[src/rtl/dbuf_dma_pkg.sv]
package dbuf_dma_pkg;
  // register word index (byte offset >> 2)
  localparam logic [2:0] IX_DEV  = 3'd0;
  localparam logic [2:0] IX_SET  = 3'd1;
  localparam logic [2:0] IX_CLR  = 3'd2;
  localparam logic [2:0] IX_STAT = 3'd3;
  localparam logic [2:0] IX_SA   = 3'd4;
  localparam logic [2:0] IX_CA   = 3'd5;
  localparam logic [2:0] IX_SB   = 3'd6;
  localparam logic [2:0] IX_CB   = 3'd7;

  // status bit positions
  localparam int SB_RUN   = 0;
  localparam int SB_IE    = 1;
  localparam int SB_ERR   = 2;
  localparam int SB_DONEA = 3;
  localparam int SB_STRTA = 4;
  localparam int SB_DONEB = 5;
  localparam int SB_STRTB = 6;
  localparam int SB_BIU   = 7;

  typedef struct packed {
    logic [3:0] sel;
    logic       wide;
    logic       burst8;
    logic       big;
    logic       p2m;
  } dev_cfg_t;

  typedef enum logic [2:0] {E_IDLE, E_MRD, E_PTX, E_PRX, E_MWR} eng_st_t;

  function automatic int done_pos(logic slot);
    return slot ? SB_DONEB : SB_DONEA;
  endfunction

  function automatic int strt_pos(logic slot);
    return slot ? SB_STRTB : SB_STRTA;
  endfunction
endpackage

[src/rtl/dbuf_dma_lane.sv]
module dbuf_dma_lane #(
  parameter int DW = 16
) (
  input  logic [DW-1:0] din,
  input  logic          wide,
  input  logic          big,
  output logic [DW-1:0] dout
);
  localparam int HW = DW / 2;

  always_comb begin
    if (!wide)
      dout = {{HW{1'b0}}, din[HW-1:0]};
    else if (big)
      dout = {din[HW-1:0], din[DW-1:HW]};
    else
      dout = din;
  end
endmodule

[src/rtl/dbuf_dma_regs.sv]
module dbuf_dma_regs
  import dbuf_dma_pkg::*;
#(
  parameter int AW = 32,
  parameter int CW = 13,
  parameter int RW = 32
) (
  input  logic          clk,
  input  logic          rst_n,
  input  logic          wr_en,
  input  logic [2:0]    wr_idx,
  input  logic [RW-1:0] wr_data,
  input  logic [2:0]    rd_idx,
  output logic [RW-1:0] rd_data,
  input  logic          eng_adv,
  input  logic          eng_fin,
  input  logic          eng_err,
  input  logic [CW-1:0] eng_step,
  output logic [7:0]    status,
  output logic [7:0]    dev,
  output logic [AW-1:0] cur_addr,
  output logic [CW-1:0] cur_cnt
);
  logic [7:0]    stat_q, stat_n;
  logic [7:0]    dev_q;
  logic [AW-1:0] sa_all [2];
  logic [CW-1:0] cnt_all [2];
  logic          biu;

  assign biu = stat_q[SB_BIU];

  always_comb begin
    stat_n = stat_q;
    if (eng_fin) begin
      stat_n[done_pos(biu)] = 1'b1;
      stat_n[strt_pos(biu)] = 1'b0;
      if (stat_q[strt_pos(!biu)])
        stat_n[SB_BIU] = !biu;
    end
    if (eng_err) begin
      stat_n[SB_ERR] = 1'b1;
      stat_n[SB_RUN] = 1'b0;
    end
    if (wr_en && wr_idx == IX_SET)
      stat_n[6:0] = stat_n[6:0] | wr_data[6:0];
    if (wr_en && wr_idx == IX_CLR)
      stat_n[6:0] = stat_n[6:0] & ~wr_data[6:0];
  end

  always_ff @(posedge clk) begin
    if (!rst_n) begin
      stat_q <= '0;
      dev_q  <= '0;
    end else begin
      stat_q <= stat_n;
      if (wr_en && wr_idx == IX_DEV)
        dev_q <= wr_data[7:0];
    end
  end

  for (genvar s = 0; s < 2; s++) begin : g_slot
    logic [AW-1:0] sa_q;
    logic [CW-1:0] cnt_q;
    logic          mine, wr_sa, wr_cnt;

    assign mine   = eng_adv && (biu == s[0]);
    assign wr_sa  = wr_en && wr_idx == (s == 0 ? IX_SA : IX_SB);
    assign wr_cnt = wr_en && wr_idx == (s == 0 ? IX_CA : IX_CB);

    always_ff @(posedge clk) begin
      if (!rst_n) begin
        sa_q  <= '0;
        cnt_q <= '0;
      end else begin
        if (wr_sa)
          sa_q <= wr_data[AW-1:0];
        else if (mine)
          sa_q <= sa_q + AW'(eng_step);
        if (wr_cnt)
          cnt_q <= wr_data[CW-1:0];
        else if (mine)
          cnt_q <= (cnt_q <= eng_step) ? '0 : cnt_q - eng_step;
      end
    end

    assign sa_all[s]  = sa_q;
    assign cnt_all[s] = cnt_q;
  end

  always_comb begin
    case (rd_idx)
      IX_DEV:  rd_data = RW'(dev_q);
      IX_STAT: rd_data = RW'(stat_q);
      IX_SA:   rd_data = RW'(sa_all[0]);
      IX_CA:   rd_data = RW'(cnt_all[0]);
      IX_SB:   rd_data = RW'(sa_all[1]);
      IX_CB:   rd_data = RW'(cnt_all[1]);
      default: rd_data = '0;
    endcase
  end

  assign status   = stat_q;
  assign dev      = dev_q;
  assign cur_addr = sa_all[biu];
  assign cur_cnt  = cnt_all[biu];
endmodule

[src/rtl/dbuf_dma_engine.sv]
module dbuf_dma_engine
  import dbuf_dma_pkg::*;
#(
  parameter int AW   = 32,
  parameter int CW   = 13,
  parameter int DW   = 16,
  parameter int NREQ = 16
) (
  input  logic            clk,
  input  logic            rst_n,
  input  logic            run,
  input  logic            strt_cur,
  input  logic [7:0]      dev,
  input  logic [AW-1:0]   cur_addr,
  input  logic [CW-1:0]   cur_cnt,
  input  logic [NREQ-1:0] dreq,
  output logic            adv,
  output logic            fin,
  output logic            err,
  output logic [CW-1:0]   step,
  output logic            mem_valid,
  input  logic            mem_ready,
  output logic            mem_we,
  output logic [AW-1:0]   mem_addr,
  output logic [DW/8-1:0] mem_be,
  output logic [DW-1:0]   mem_wdata,
  input  logic [DW-1:0]   mem_rdata,
  output logic            dack,
  output logic            tx_valid,
  input  logic            tx_ready,
  output logic [DW-1:0]   tx_data,
  input  logic            rx_valid,
  output logic            rx_ready,
  input  logic [DW-1:0]   rx_data
);
  localparam int BEW = DW / 8;

  dev_cfg_t      cfg;
  eng_st_t       st_q, st_n;
  logic [2:0]    bcnt_q, bcnt_n;
  logic [DW-1:0] hold_q, hold_n;
  logic [DW-1:0] mem_lane, rx_lane;
  logic          burst_end, last_item, beat_done;
  eng_st_t       fetch_st;

  assign cfg = dev_cfg_t'(dev);

  dbuf_dma_lane #(.DW(DW)) u_mlane (
    .din(mem_rdata), .wide(cfg.wide), .big(cfg.big), .dout(mem_lane));
  dbuf_dma_lane #(.DW(DW)) u_rlane (
    .din(rx_data), .wide(cfg.wide), .big(cfg.big), .dout(rx_lane));

  assign step      = {{(CW-2){1'b0}}, cfg.wide, ~cfg.wide};
  assign last_item = cur_cnt <= step;
  assign burst_end = cfg.burst8 ? (bcnt_q == 3'd7) : (bcnt_q == 3'd3);
  assign fetch_st  = cfg.p2m ? E_PRX : E_MRD;
  assign beat_done = (st_q == E_PTX && tx_ready) || (st_q == E_MWR && mem_ready);

  always_comb begin
    st_n   = st_q;
    bcnt_n = bcnt_q;
    hold_n = hold_q;
    adv    = 1'b0;
    fin    = 1'b0;
    err    = 1'b0;
    case (st_q)
      E_IDLE: begin
        if (run && strt_cur) begin
          if (cur_addr[1:0] != 2'b00)
            err = 1'b1;
          else if (cur_cnt == '0)
            fin = 1'b1;
          else if (dreq[cfg.sel]) begin
            st_n   = fetch_st;
            bcnt_n = '0;
          end
        end
      end
      E_MRD: if (mem_ready) begin
        hold_n = mem_lane;
        st_n   = E_PTX;
      end
      E_PRX: if (rx_valid) begin
        hold_n = rx_lane;
        st_n   = E_MWR;
      end
      default: ;
    endcase
    if (beat_done) begin
      adv = 1'b1;
      if (last_item) begin
        fin  = 1'b1;
        st_n = E_IDLE;
      end else if (burst_end) begin
        st_n = E_IDLE;
      end else begin
        bcnt_n = bcnt_q + 3'd1;
        st_n   = fetch_st;
      end
    end
  end

  always_ff @(posedge clk) begin
    if (!rst_n) begin
      st_q   <= E_IDLE;
      bcnt_q <= '0;
      hold_q <= '0;
    end else begin
      st_q   <= st_n;
      bcnt_q <= bcnt_n;
      hold_q <= hold_n;
    end
  end

  assign mem_valid = (st_q == E_MRD) || (st_q == E_MWR);
  assign mem_we    = (st_q == E_MWR);
  assign mem_addr  = cur_addr;
  assign mem_be    = cfg.wide ? {BEW{1'b1}} : {{(BEW-1){1'b0}}, 1'b1};
  assign mem_wdata = hold_q;
  assign tx_valid  = (st_q == E_PTX);
  assign tx_data   = hold_q;
  assign rx_ready  = (st_q == E_PRX);
  assign dack      = (st_q != E_IDLE);
endmodule

[src/rtl/dbuf_dma_chan.sv]
module dbuf_dma_chan
  import dbuf_dma_pkg::*;
#(
  parameter int AW   = 32,
  parameter int CW   = 13,
  parameter int DW   = 16,
  parameter int NREQ = 16
) (
  input  logic            clk,
  input  logic            rst_n,
  input  logic            reg_we,
  input  logic [4:0]      reg_addr,
  input  logic [31:0]     reg_wdata,
  output logic [31:0]     reg_rdata,
  output logic            mem_valid,
  input  logic            mem_ready,
  output logic            mem_we,
  output logic [AW-1:0]   mem_addr,
  output logic [DW/8-1:0] mem_be,
  output logic [DW-1:0]   mem_wdata,
  input  logic [DW-1:0]   mem_rdata,
  input  logic [NREQ-1:0] dreq,
  output logic            dack,
  output logic            tx_valid,
  input  logic            tx_ready,
  output logic [DW-1:0]   tx_data,
  input  logic            rx_valid,
  output logic            rx_ready,
  input  logic [DW-1:0]   rx_data,
  output logic            irq
);
  logic [7:0]    status_q, dev_q;
  logic [AW-1:0] cur_addr;
  logic [CW-1:0] cur_cnt, step;
  logic          adv, fin, err, strt_cur, wr_ok;
  logic [31:0]   rd_raw;

  assign wr_ok     = reg_we && (reg_addr[1:0] == 2'b00);
  assign reg_rdata = (reg_addr[1:0] == 2'b00) ? rd_raw : '0;
  assign strt_cur  = status_q[strt_pos(status_q[SB_BIU])];

  dbuf_dma_regs #(.AW(AW), .CW(CW), .RW(32)) u_regs (
    .clk(clk), .rst_n(rst_n),
    .wr_en(wr_ok), .wr_idx(reg_addr[4:2]), .wr_data(reg_wdata),
    .rd_idx(reg_addr[4:2]), .rd_data(rd_raw),
    .eng_adv(adv), .eng_fin(fin), .eng_err(err), .eng_step(step),
    .status(status_q), .dev(dev_q), .cur_addr(cur_addr), .cur_cnt(cur_cnt));

  dbuf_dma_engine #(.AW(AW), .CW(CW), .DW(DW), .NREQ(NREQ)) u_eng (
    .clk(clk), .rst_n(rst_n),
    .run(status_q[SB_RUN]), .strt_cur(strt_cur), .dev(dev_q),
    .cur_addr(cur_addr), .cur_cnt(cur_cnt), .dreq(dreq),
    .adv(adv), .fin(fin), .err(err), .step(step),
    .mem_valid(mem_valid), .mem_ready(mem_ready), .mem_we(mem_we),
    .mem_addr(mem_addr), .mem_be(mem_be), .mem_wdata(mem_wdata),
    .mem_rdata(mem_rdata), .dack(dack),
    .tx_valid(tx_valid), .tx_ready(tx_ready), .tx_data(tx_data),
    .rx_valid(rx_valid), .rx_ready(rx_ready), .rx_data(rx_data));

  assign irq = status_q[SB_IE] &
               (status_q[SB_ERR] | status_q[SB_DONEA] | status_q[SB_DONEB]);
endmodule

[config.mk]
export PLATFORM = sky130hd
export DESIGN_NAME = dbuf_dma_chan
export DESIGN_NICKNAME = d
export VERILOG_FILES = /design/src/rtl/dbuf_dma_pkg.sv /design/src/rtl/dbuf_dma_lane.sv /design/src/rtl/dbuf_dma_regs.sv /design/src/rtl/dbuf_dma_engine.sv /design/src/rtl/dbuf_dma_chan.sv
export SDC_FILE = /design/constraint.sdc
export NUM_CORES = 1
export LEC_CHECK = 0
export ABC_AREA = 1
export BUFFER_PORTS_ARGS = -buffer_cell sky130_fd_sc_hd__buf_4
export CAP_MARGIN = 20
export CORE_ASPECT_RATIO = 2
export CORE_MARGIN = 4
export CORE_UTILIZATION = 51
export DETAILED_ROUTE_END_ITERATION = 10
export PLACE_DENSITY = 0.77
export SLEW_MARGIN = 0
export SYNTH_ARGS = -nofsm -noshare
export SYNTH_HDL_FRONTEND = slang
export SYNTH_SLANG_ARGS = --single-unit
[constraint.sdc]
create_clock -name clk -period 2.6 [get_ports clk]
set_clock_uncertainty 0.2 [all_clocks]
set_input_delay 0 -clock clk [delete_from_list [all_inputs] [get_ports clk]]
set_output_delay 0 -clock clk [all_outputs]
set_load 0.02 [all_outputs]
* Yosys cells after proc, flatten, opt, wreduce, memory -nomap -nowiden *
Cells that the tools add are included.

storage, ports and cells
  register bits = 128
  bits of input ports = 91
  output and inout bits = 104
  word-level logic and storage cells = 167

operators by class
  add/sub/neg operators = 5
  $lt $le $gt $ge = 10
  eq/ne operators = 21
  muxes and demuxes = 77
  bitwise logic cells = 12
  reduce and logical (&&, ||, !) cells = 32

operators by type and width
  operator             number
  $mux 32              8
  $pmux 32 s6          1
  $mux 13              9
  $lt 32x5->1 const B  3
  $mux 16              6
  $add 32x2->32        2
  $ge 32x1->1 const B  2
  $mux 3               18
  $le 13x2->1          3
  $pmux 16 s2          1
  $sub 13x2->13        2
  $mux 1               21
  $mux 7               3
  $eq 3x3->1 const B   6
  $eq 3x2->1 const B   5
  $logic_and 1x1->1    15
  $logic_not 13->1     1
  $ne 3x2->1 const B   4
  $reduce_bool 2->1    6
  $pmux 3 s3           1
  $and 8x8->8          1
  $mux 2               4
  $not 8->8            1
  $or 8x8->8           1
  other kinds (24)     33

* Depth between registers and ports, before layout *
Gate-level depths: netlist (run 1).

  depth in word-level cells = 17
  mapped depth = 17
  mapped depth without buffers = 16

* Hierarchy *
A second synthesis (run 1) with hierarchy kept.

second synthesis, totals
  cell total of the unflattened synthesis = 2,224
  area, all modules = 13,339.0 um2

by module, submodules not included
  module           instances  cells an instance  area each (um2)  seq. area each (um2)
  dbuf_dma_regs    1          1,705              10,074.7         2,122.0
  dbuf_dma_engine  1          301                2,082.0          440.4
  dbuf_dma_lane    2          70                 326.6            0.0
  dbuf_dma_chan    1          78                 529.3            0.0

* Least setup slack after synthesis (run 1) *
OpenSTA, ideal clock, no wires.

  path kind = register -> register
  start point = register u_regs.dev_q[3], in the netlist u_regs.dev[3]
  end point = register u_regs.g_slot[1].sa_q[28]
  setup time = 110 ps
  data arrival time = 2,444 ps
  required time = 2,290 ps
  slack = -154 ps
  stages on the path, launching flop included = 18
  buffers on the path = 1
  clock period less this slack = 2,754 ps
  path through = dfxtp_1 clkbuf_1 inv_1 ha_1 inv_1 fa_1 inv_1 nand2_1 nor2_1 inv_1 nor2_1 nand2_1 nand2_1 nand2_1 nand2_1 nand3_1 nand2_1 inv_1

on the way
  cells in the longest elaborated chain, start to end = 4

RTL lines
  element                 line                   text
  from (decl)             dbuf_dma_regs.sv:25    logic [7:0] dev_q;
  from (signal assigned)  dbuf_dma_regs.sv:57    dev_q <= wr_data[7:0];
  $not 1->1               dbuf_dma_engine.sv:53  assign step = {{(CW-2){1'b0}}, cfg.wide, ~cfg.wide};
  $add 32x2->32 (*)       dbuf_dma_regs.sv:78    sa_q <= sa_q + AW'(eng_step);
  $mux 32 (*)             dbuf_dma_regs.sv:77    else if (mine)
  $mux 32 (*)             dbuf_dma_regs.sv:75    if (wr_sa)
  to (signal assigned)    dbuf_dma_regs.sv:76    sa_q <= wr_data[AW-1:0];
  to (signal assigned)    dbuf_dma_regs.sv:78
  to (decl)               dbuf_dma_regs.sv:62    logic [AW-1:0] sa_q;

Every way passes the cells marked *; elsewhere a longest branch is shown, timed or not. The select of a mux whose other input is x is not followed.
A chain may end at the register's enable or synchronous reset.

* Worst setup path in the final report (run 1) *
  start point = register u_regs.dev_q[3], in the netlist u_regs.dev[3]
  end point = register u_regs.g_slot[0].cnt_q[10]

on the way
  cells in the longest elaborated chain, start to end = 5
  elaborated cells on any way between the ends = 6
  classes of those cells = add/sub (1); order compare (1); mux (3); bitwise (1)

RTL lines
  element                                       line                   text
  $not 1->1                                     dbuf_dma_engine.sv:53
  $sub 13x2->13 or $le 13x2->1 (tied branches)  dbuf_dma_regs.sv:82    cnt_q <= (cnt_q <= eng_step) ? '0 : cnt_q - eng_step;
  $mux 13 (*)                                   dbuf_dma_regs.sv:82
  $mux 13 (*)                                   dbuf_dma_regs.sv:81    else if (mine)
  $mux 13 (*)                                   dbuf_dma_regs.sv:79    if (wr_cnt)
  to (signal assigned)                          dbuf_dma_regs.sv:80    cnt_q <= wr_data[CW-1:0];
  to (signal assigned)                          dbuf_dma_regs.sv:82
  to (decl)                                     dbuf_dma_regs.sv:63    logic [CW-1:0] cnt_q;

Marks and branches as above.

==> results of run 1 <==
==> layout make-up <==
class / count / area (um2)
fill: 1813 / 6070
multi-input combinational: 1210 / 6150
inverter: 211 / 808
timing repair buffer: 344 / 2810
sequential: 128 / 2560
antenna: 1 / 2.50
timing repair inverter: 1 / 5.00
tap: 259 / 324
clock buffer: 21 / 450
clock inverter: 11 / 91.3
==> state kept, by name, indices dropped and copies added (netlist names), named ones only <==
name,cells
u_regs.g_slot.sa_q,64
u_regs.g_slot.cnt_q,26
u_eng.mem_wdata,16
u_regs.dev,8
u_regs.status,7
u_eng.bcnt_q,3
u_eng.st_q,3
==> per-layer routing <==
layer | vias up | global-route usage | routed length, um
li1 | 5907 | - | -
met1 | 5878 | 0.400 | 14800
met2 | 759 | 0.698 | 22200
met3 | 267 | 0.0706 | 3170
met4 | 0 | 0.324 | 4320
met5 | - | 0 | 0
==> how the worst max path moves through the flow <==
| stage | from | to | slack, ns | depth (start not counted) |
|---|---|---|---|---|
| 6_report | u_regs.dev[3]$_SDFFE_PN0P_ | u_regs.g_slot[0].cnt_q[10]$_SDFFE_PN0P_ | 0.09 | 10 |
| 5_1_grt | u_eng.st_q[0]$_SDFFE_PN0P_ | u_eng.mem_wdata[11]$_SDFFE_PN0P_ | -0.02 | 10 |
| 4_1_cts | u_eng.st_q[0]$_SDFFE_PN0P_ | u_eng.mem_wdata[11]$_SDFFE_PN0P_ | 0.02 | 11 |
| 3_5_place_dp | u_regs.dev[3]$_SDFFE_PN0P_ | u_regs.g_slot[0].cnt_q[10]$_SDFFE_PN0P_ | 0.002 | 10 |
| 3_3_place_gp | u_regs.dev[3]$_SDFFE_PN0P_ | u_regs.g_slot[0].cnt_q[10]$_SDFFE_PN0P_ | 0.07 | 10 |
| 2_1_floorplan | u_regs.dev[3]$_SDFFE_PN0P_ | u_regs.g_slot[1].sa_q[28]$_SDFFE_PN0P_ | 0.05 | 17 |
==> cells by family (layout without fill, tap and decap cells) <==
group | after synthesis | count (layout) | share of synthesized area
AND/OR/NAND/NOR | 770 | 770 | 0.329
AO/OA/AOI/OAI | 358 | 358 | 0.201
buffers and inverters | 303 | 588 | 0.133
flip-flops | 128 | 128 | 0.256
XOR/XNOR | 66 | 66 | 0.0579
adder cells (fa/ha/maj) | 15 | 15 | 0.0218
other | 1 | 2 | 0.000375
==> repair_timing <==
action,4_1_cts,5_1_grt
endpoints found under the setup margin,1,28
resized for setup,1,20
buffers inserted,0,5
hold endpoints to repair,125,0
pin swaps,0,2
hold buffers,86,0
cloned,0,1
==> cell usage after synthesis, drive strengths merged <==
| master | n | area share |
|---|---|---|
| a2111oi | 2 | 0.0018 |
| a211oi | 11 | 0.0083 |
| a21oi | 108 | 0.054 |
| a221oi | 5 | 0.0044 |
| a22o | 1 | 0.00088 |
| a22oi | 2 | 0.0015 |
| a31oi | 38 | 0.024 |
| and3 | 1 | 0.00063 |
| buf | 62 | 0.042 |
| clkbuf | 30 | 0.012 |
| clkinv | 1 | 0.00038 |
| conb | 1 | 0.00038 |
| dfxtp | 128 | 0.26 |
| fa | 4 | 0.0080 |
| ha | 11 | 0.014 |
| inv | 210 | 0.079 |
| nand2 | 421 | 0.16 |
| nand3 | 69 | 0.035 |
| nand3b | 5 | 0.0038 |
| nand4 | 19 | 0.012 |
| nor2 | 205 | 0.086 |
| nor3 | 48 | 0.026 |
| nor4 | 1 | 0.00063 |
| o211ai | 4 | 0.0030 |
| o21ai | 118 | 0.059 |
| o221ai | 3 | 0.0026 |
| o22ai | 65 | 0.041 |
| o31ai | 1 | 0.00075 |
| or2 | 1 | 0.00063 |
| xnor2 | 5 | 0.0044 |
| xor2 | 61 | 0.053 |
==> worst min-delay path: cells and delay by family <==
| kind | cells | cell delay [ns] |
|---|---|---|
| AND/OR/NAND/NOR | 4 | 0.39 |
| buffers and inverters | 2 | 0.16 |
| AO/OA/AOI/OAI | 1 | 0.06 |
==> power groups by stage <==
stage,Combinational [W],Clock (W),Sequential (W)
2_1_floorplan,0.00147,0,0.00241
3_3_place_gp,0.00259,0,0.00233
3_5_place_dp,0.00261,0,0.00233
4_1_cts,0.00274,0.00230,0.00229
5_1_grt,0.00299,0.00238,0.00233
6_report,0.00282,0.00230,0.00231
==> stage by stage <==
step,instance area [um2],std cells,total power [W],utilization,setup TNS (ns)
2_1_floorplan,9990,1641,0.00388,-,0
3_3_place_gp,11700,2061,0.00492,0.607,0
3_5_place_dp,11700,2061,0.00495,0.607,0
4_1_cts,13100,2179,0.00733,0.680,0
5_1_grt,13200,2185,0.00769,0.685,-0.0451
6_report,13200,2186,0.00743,0.685,0
==> out/results.tsv, run 1 <==
stage	metric	value	unit
global_routing	vias in the first global route	12460	
timing	final hold violation count	0	
critical_path	Buf/Inv on CP	3	
power	Clock power frac	0.310	
route	vias per std cell	5.86	
floorplan	# IOs	195	
critical_path	maximum single-stage delay on the critical path	0.50	ns
logic_synthesis	Net Count, Synth	1747	
global_routing	Tot GR Track Use	0.396	
hold_path	worst hold path depth	7	
floorplan	Starting Density	0.518	
logic_synthesis	Avg Inst Size Synth	6.09	um2
clock_network	H-tree levels	4	
power	switch share	0.387	
route	vias post-DR	12811	
placement	port buffer count	193	
timing	Least-Margin Pin Slew	0.716	ns
cells_and_area	area grow syn2layout	32.2	%
power	switching power	0.00288	W
logic_synthesis	count of different cell masters after synthesis	46	
clock_network	CTS tree	done	
critical_path	slowest CP cell	fa_1	
critical_path	cell family with most CP delay	adder cells	
timing	period utilization	0.965	
critical_path	CP required	2.72	ns
clock_network	clk_lat worst skew	0.44	ns
clock_network	clock sink total	128	
global_routing	antenna violations before repair	0	
timing	setup ws final	0.0923	ns
critical_path	startpoint types	register	
critical_path	Critical R2R Launch	u_regs.dev[3]$_SDFFE_PN0P_	
flow_run	number of max-cap violations	0	
route	Post-DRT Antenna Nets	0	
power	peak supply drop	646	uV
critical_path	critical path type	register to register	
critical_path	crit end category	register	
logic_synthesis	Yosys Warn Count	0	
timing	Fmax	0.399	GHz
floorplan	core area	19300	um2
route	drt pass-1 iters	6	
status	outcome	finished clean	
clock_network	clk slew on worst S/H paths	0.06	ns
power	leak pwr	5.57	nW
critical_path	R2R setup slack	0.09	ns
power	Sequential Power Share	0.311	
floorplan	die height	206	um
hold_path	sink of the worst hold path	u_eng.bcnt_q[2]$_SDFF_PN0_	
cells_and_area	nets	2019	
hold_path	worst hold start	tx_ready	
cells_and_area	most common cell after layout, fill and taps aside	nand2_1	
timing	Slew Viols, Final	0	
global_routing	first-pass GRT wire length	66.7	mm
critical_path	FF-to-FF path depth	10	
cells_and_area	most frequent cells in the layout	nand2_1 (407), buf_4 (257), inv_1 (195), nor2_1 (185), dfxtp_1 (126)	
clock_network	Longest Clk Path Bufs	2	
power	Comb pwr share	0.379	
route	initial DRC count	1302	
placement	post-DP HPWL	32.7	mm
logic_synthesis	cell count after synthesis	1641	
critical_path	Crit Path Max Fanout	8	
cells_and_area	share of cells above drive strength 1	0.181	
timing	Tmin final	2.51	ns
global_routing	grt total ovfl	0	
floorplan	Die Area	22000	um2
power	P_int	0.00456	W
global_routing	largest net degree at the start of global routing	61	
logic_synthesis	sequential fraction of the synthesis area	0.256	
route	drt drc	0	
placement	post-place setup slack	0.00221	ns
clock_network	CTS root buffer	clkbuf_16	
power	PwrDens	563	nW/um2
route	Routed WL	44.5	mm
hold_path	Hold WC Path Type	input port to register	
clock_network	CTS Buf Count	17	
critical_path	worst path cell trace	inv_4, buf_4, ha_1, inv_1, fa_1, nor3_2, nand2_1, xor2_1, a31oi_1, nor2_1	
route	DR WL/cell	20.3	um
timing	WHS	0.0136	ns
floorplan	Std-Cell Rows	72	
critical_path	reg2reg end	u_regs.g_slot[0].cnt_q[10]$_SDFFE_PN0P_	
floorplan	chip width	107	um
logic_synthesis	Synth Cell Area	9990	um2
logic_synthesis	flops & latches, synth	128	
critical_path	signal arrival time at the worst endpoint	2.62	ns
timing	Max-slew headroom	0.521	
placement	RD Place Congestion	1.05	
timing	final number of setup-violating endpoints	0	
No activity file was read; power rests on OpenSTA's default activity.
==> inputs of run 2 (changes only) <==
--- a/config.mk
+++ b/config.mk
@@ -13,6 +13,7 @@
 export CORE_UTILIZATION = 51
 export DETAILED_ROUTE_END_ITERATION = 10
 export PLACE_DENSITY = 0.77
+export REMOVE_ABC_BUFFERS = 1
 export SLEW_MARGIN = 0
 export SYNTH_ARGS = -nofsm -noshare
 export SYNTH_HDL_FRONTEND = slang
==> out/results.tsv, run 2 (synthesized netlist as in run 1, its figures left out) <==
stage	metric	value	unit
status	outcome	finished clean	
global_routing	largest net degree at the start of global routing	52	
timing	setup ws final	0.0844	ns
clock_network	clk_lat worst skew	0.44	ns
cells_and_area	nets	2022	
critical_path	crit end category	register	
clock_network	H-tree levels	4	
placement	RD Place Congestion	1.03	
placement	port buffer count	193	
route	DR WL/cell	20.6	um
cells_and_area	most frequent cells in the layout	nand2_1 (405), buf_4 (249), inv_1 (197), nor2_1 (187), dfxtp_1 (127)	
global_routing	grt total ovfl	0	
floorplan	chip width	107	um
critical_path	worst path cell trace	buf_4, nand2_2, inv_1, buf_4, nor2_1, nor2_1, o21ai_0, dlygate4sd3_1, a31oi_1	
route	drt drc	0	
timing	final hold violation count	0	
cells_and_area	area of the multi-input gates	6150	um2
global_routing	Tot GR Track Use	0.410	
floorplan	Die Area	22000	um2
power	leak pwr	5.59	nW
timing	Max-slew headroom	0.513	
clock_network	clock sink total	128	
placement	post-DP HPWL	33.5	mm
clock_network	clk slew on worst S/H paths	0.07	ns
clock_network	CTS root buffer	clkbuf_16	
critical_path	R2R setup slack	0.08	ns
route	drt pass-1 iters	6	
critical_path	Crit Path Max Fanout	24	
cells_and_area	number of fill cells	1828	
floorplan	# IOs	195	
power	PwrDens	557	nW/um2
cells_and_area	Largest register FFs	64	
cells_and_area	Inserted Diodes	0	
floorplan	Std-Cell Rows	72	
critical_path	slowest CP cell	dlygate4sd3_1	
clock_network	CTS Buf Count	17	
flow_run	number of max-cap violations	0	
critical_path	critical path type	register to register	
timing	final number of setup-violating endpoints	0	
route	vias per std cell	5.83	
timing	Fmax	0.398	GHz
critical_path	maximum single-stage delay on the critical path	0.61	ns
cells_and_area	FF/Latch Area	2560	um2
critical_path	CP required	2.75	ns
route	initial DRC count	1161	
critical_path	signal arrival time at the worst endpoint	2.67	ns
hold_path	Hold WC Path Type	input port to register	
timing	period utilization	0.968	
floorplan	Starting Density	0.518	
power	peak supply drop	651	uV
route	vias post-DR	12746	
global_routing	antenna violations before repair	0	
global_routing	vias in the first global route	12682	
critical_path	startpoint types	register	
timing	Least-Margin Pin Slew	0.729	ns
cells_and_area	Biggest register	u_regs.g_slot.sa_q	
cells_and_area	area grow syn2layout	33.3	%
floorplan	core area	19300	um2
power	Design Power	0.00742	W
clock_network	Longest Clk Path Bufs	2	
cells_and_area	most common cell after layout, fill and taps aside	nand2_1	
global_routing	first-pass GRT wire length	69.0	mm
clock_network	Setup Buffers After CTS	0	
placement	post-place setup slack	0.0225	ns
timing	Slew Viols, Final	0	
clock_network	CTS tree	done	
floorplan	die height	206	um
timing	Tmin final	2.52	ns
timing	WHS	0.102	ns
cells_and_area	share of cells above drive strength 1	0.177	
route	Post-DRT Antenna Nets	0	
route	Routed WL	45.0	mm
run 2: cell count changes in the layout (fill, tap and decap cells not counted), moves of 3 or more:
cell,delta
inv_6,+4
dlygate4sd3_1,+9
clkbuf_1,-3
clkinv_2,-5
buf_4,-8
run 2: worst paths after layout:
path | startpoint | to | cells past startpoint
hold reg to reg | u_eng.bcnt_q[0]$_SDFF_PN0_ | u_eng.bcnt_q[0]$_SDFF_PN0_ | 1
hold / removal | dreq[10] | u_eng.st_q[0]$_SDFFE_PN0P_ | 11
setup / recovery | u_regs.dev[3]$_SDFFE_PN0P_ | u_eng.mem_wdata[2]$_SDFFE_PN0P_ | 9
setup reg to reg | u_regs.dev[3]$_SDFFE_PN0P_ | u_eng.mem_wdata[2]$_SDFFE_PN0P_ | 9
run 2: power breakdown:
part	leakage (nW)	internal [W]	total, W	switching, W
clock network	0.280	0.00145	0.00249	0.00104
logic	4.28	0.000971	0.00262	0.00165
registers	1.04	0.00213	0.00231	0.000175
total	5.59	0.00456	0.00742	0.00286
run 2: through the flow:
stage	cells	setup TNS, ns	utilization	cell area [um2]
floorplan	1549	-13.98	-	9460
global placement	2061	0	0.608	11700
detailed placement	2061	0	0.608	11700
CTS	2188	0	0.688	13300
global route	2188	-0.00354	0.691	13300
finish	2188	0	0.691	13300
run 2: cell type report:
cell class | count | share of cell area
multi-input combinational | 1210 | 0.461
timing repair buffer | 348 | 0.217
sequential | 128 | 0.192
inverter | 211 | 0.0598
clock buffer | 18 | 0.0330
tap | 259 | 0.0243
clock inverter | 14 | 0.0117
run 2: critical path: cells and delay by family, from the launching register on:
family / cells / cell delay (ns)
AO/OA/AOI/OAI: 2 / 0.34
buffers and inverters: 4 / 1.18
flip-flops: 1 / 0.34
AND/OR/NAND/NOR: 3 / 0.37
run 2: repair_timing:
item / CTS / global route
endpoints found under the setup margin: 0 / 42
gates resized for setup: 0 / 15
hold buffers: 95 / 0
hold endpoints to repair: 124 / 0
run 2: metal layers:
metal	routed length, um	global-route usage
met1	14200	0.388
met2	23100	0.733
met3	2930	0.0681
met4	4790	0.382
met5	0	0
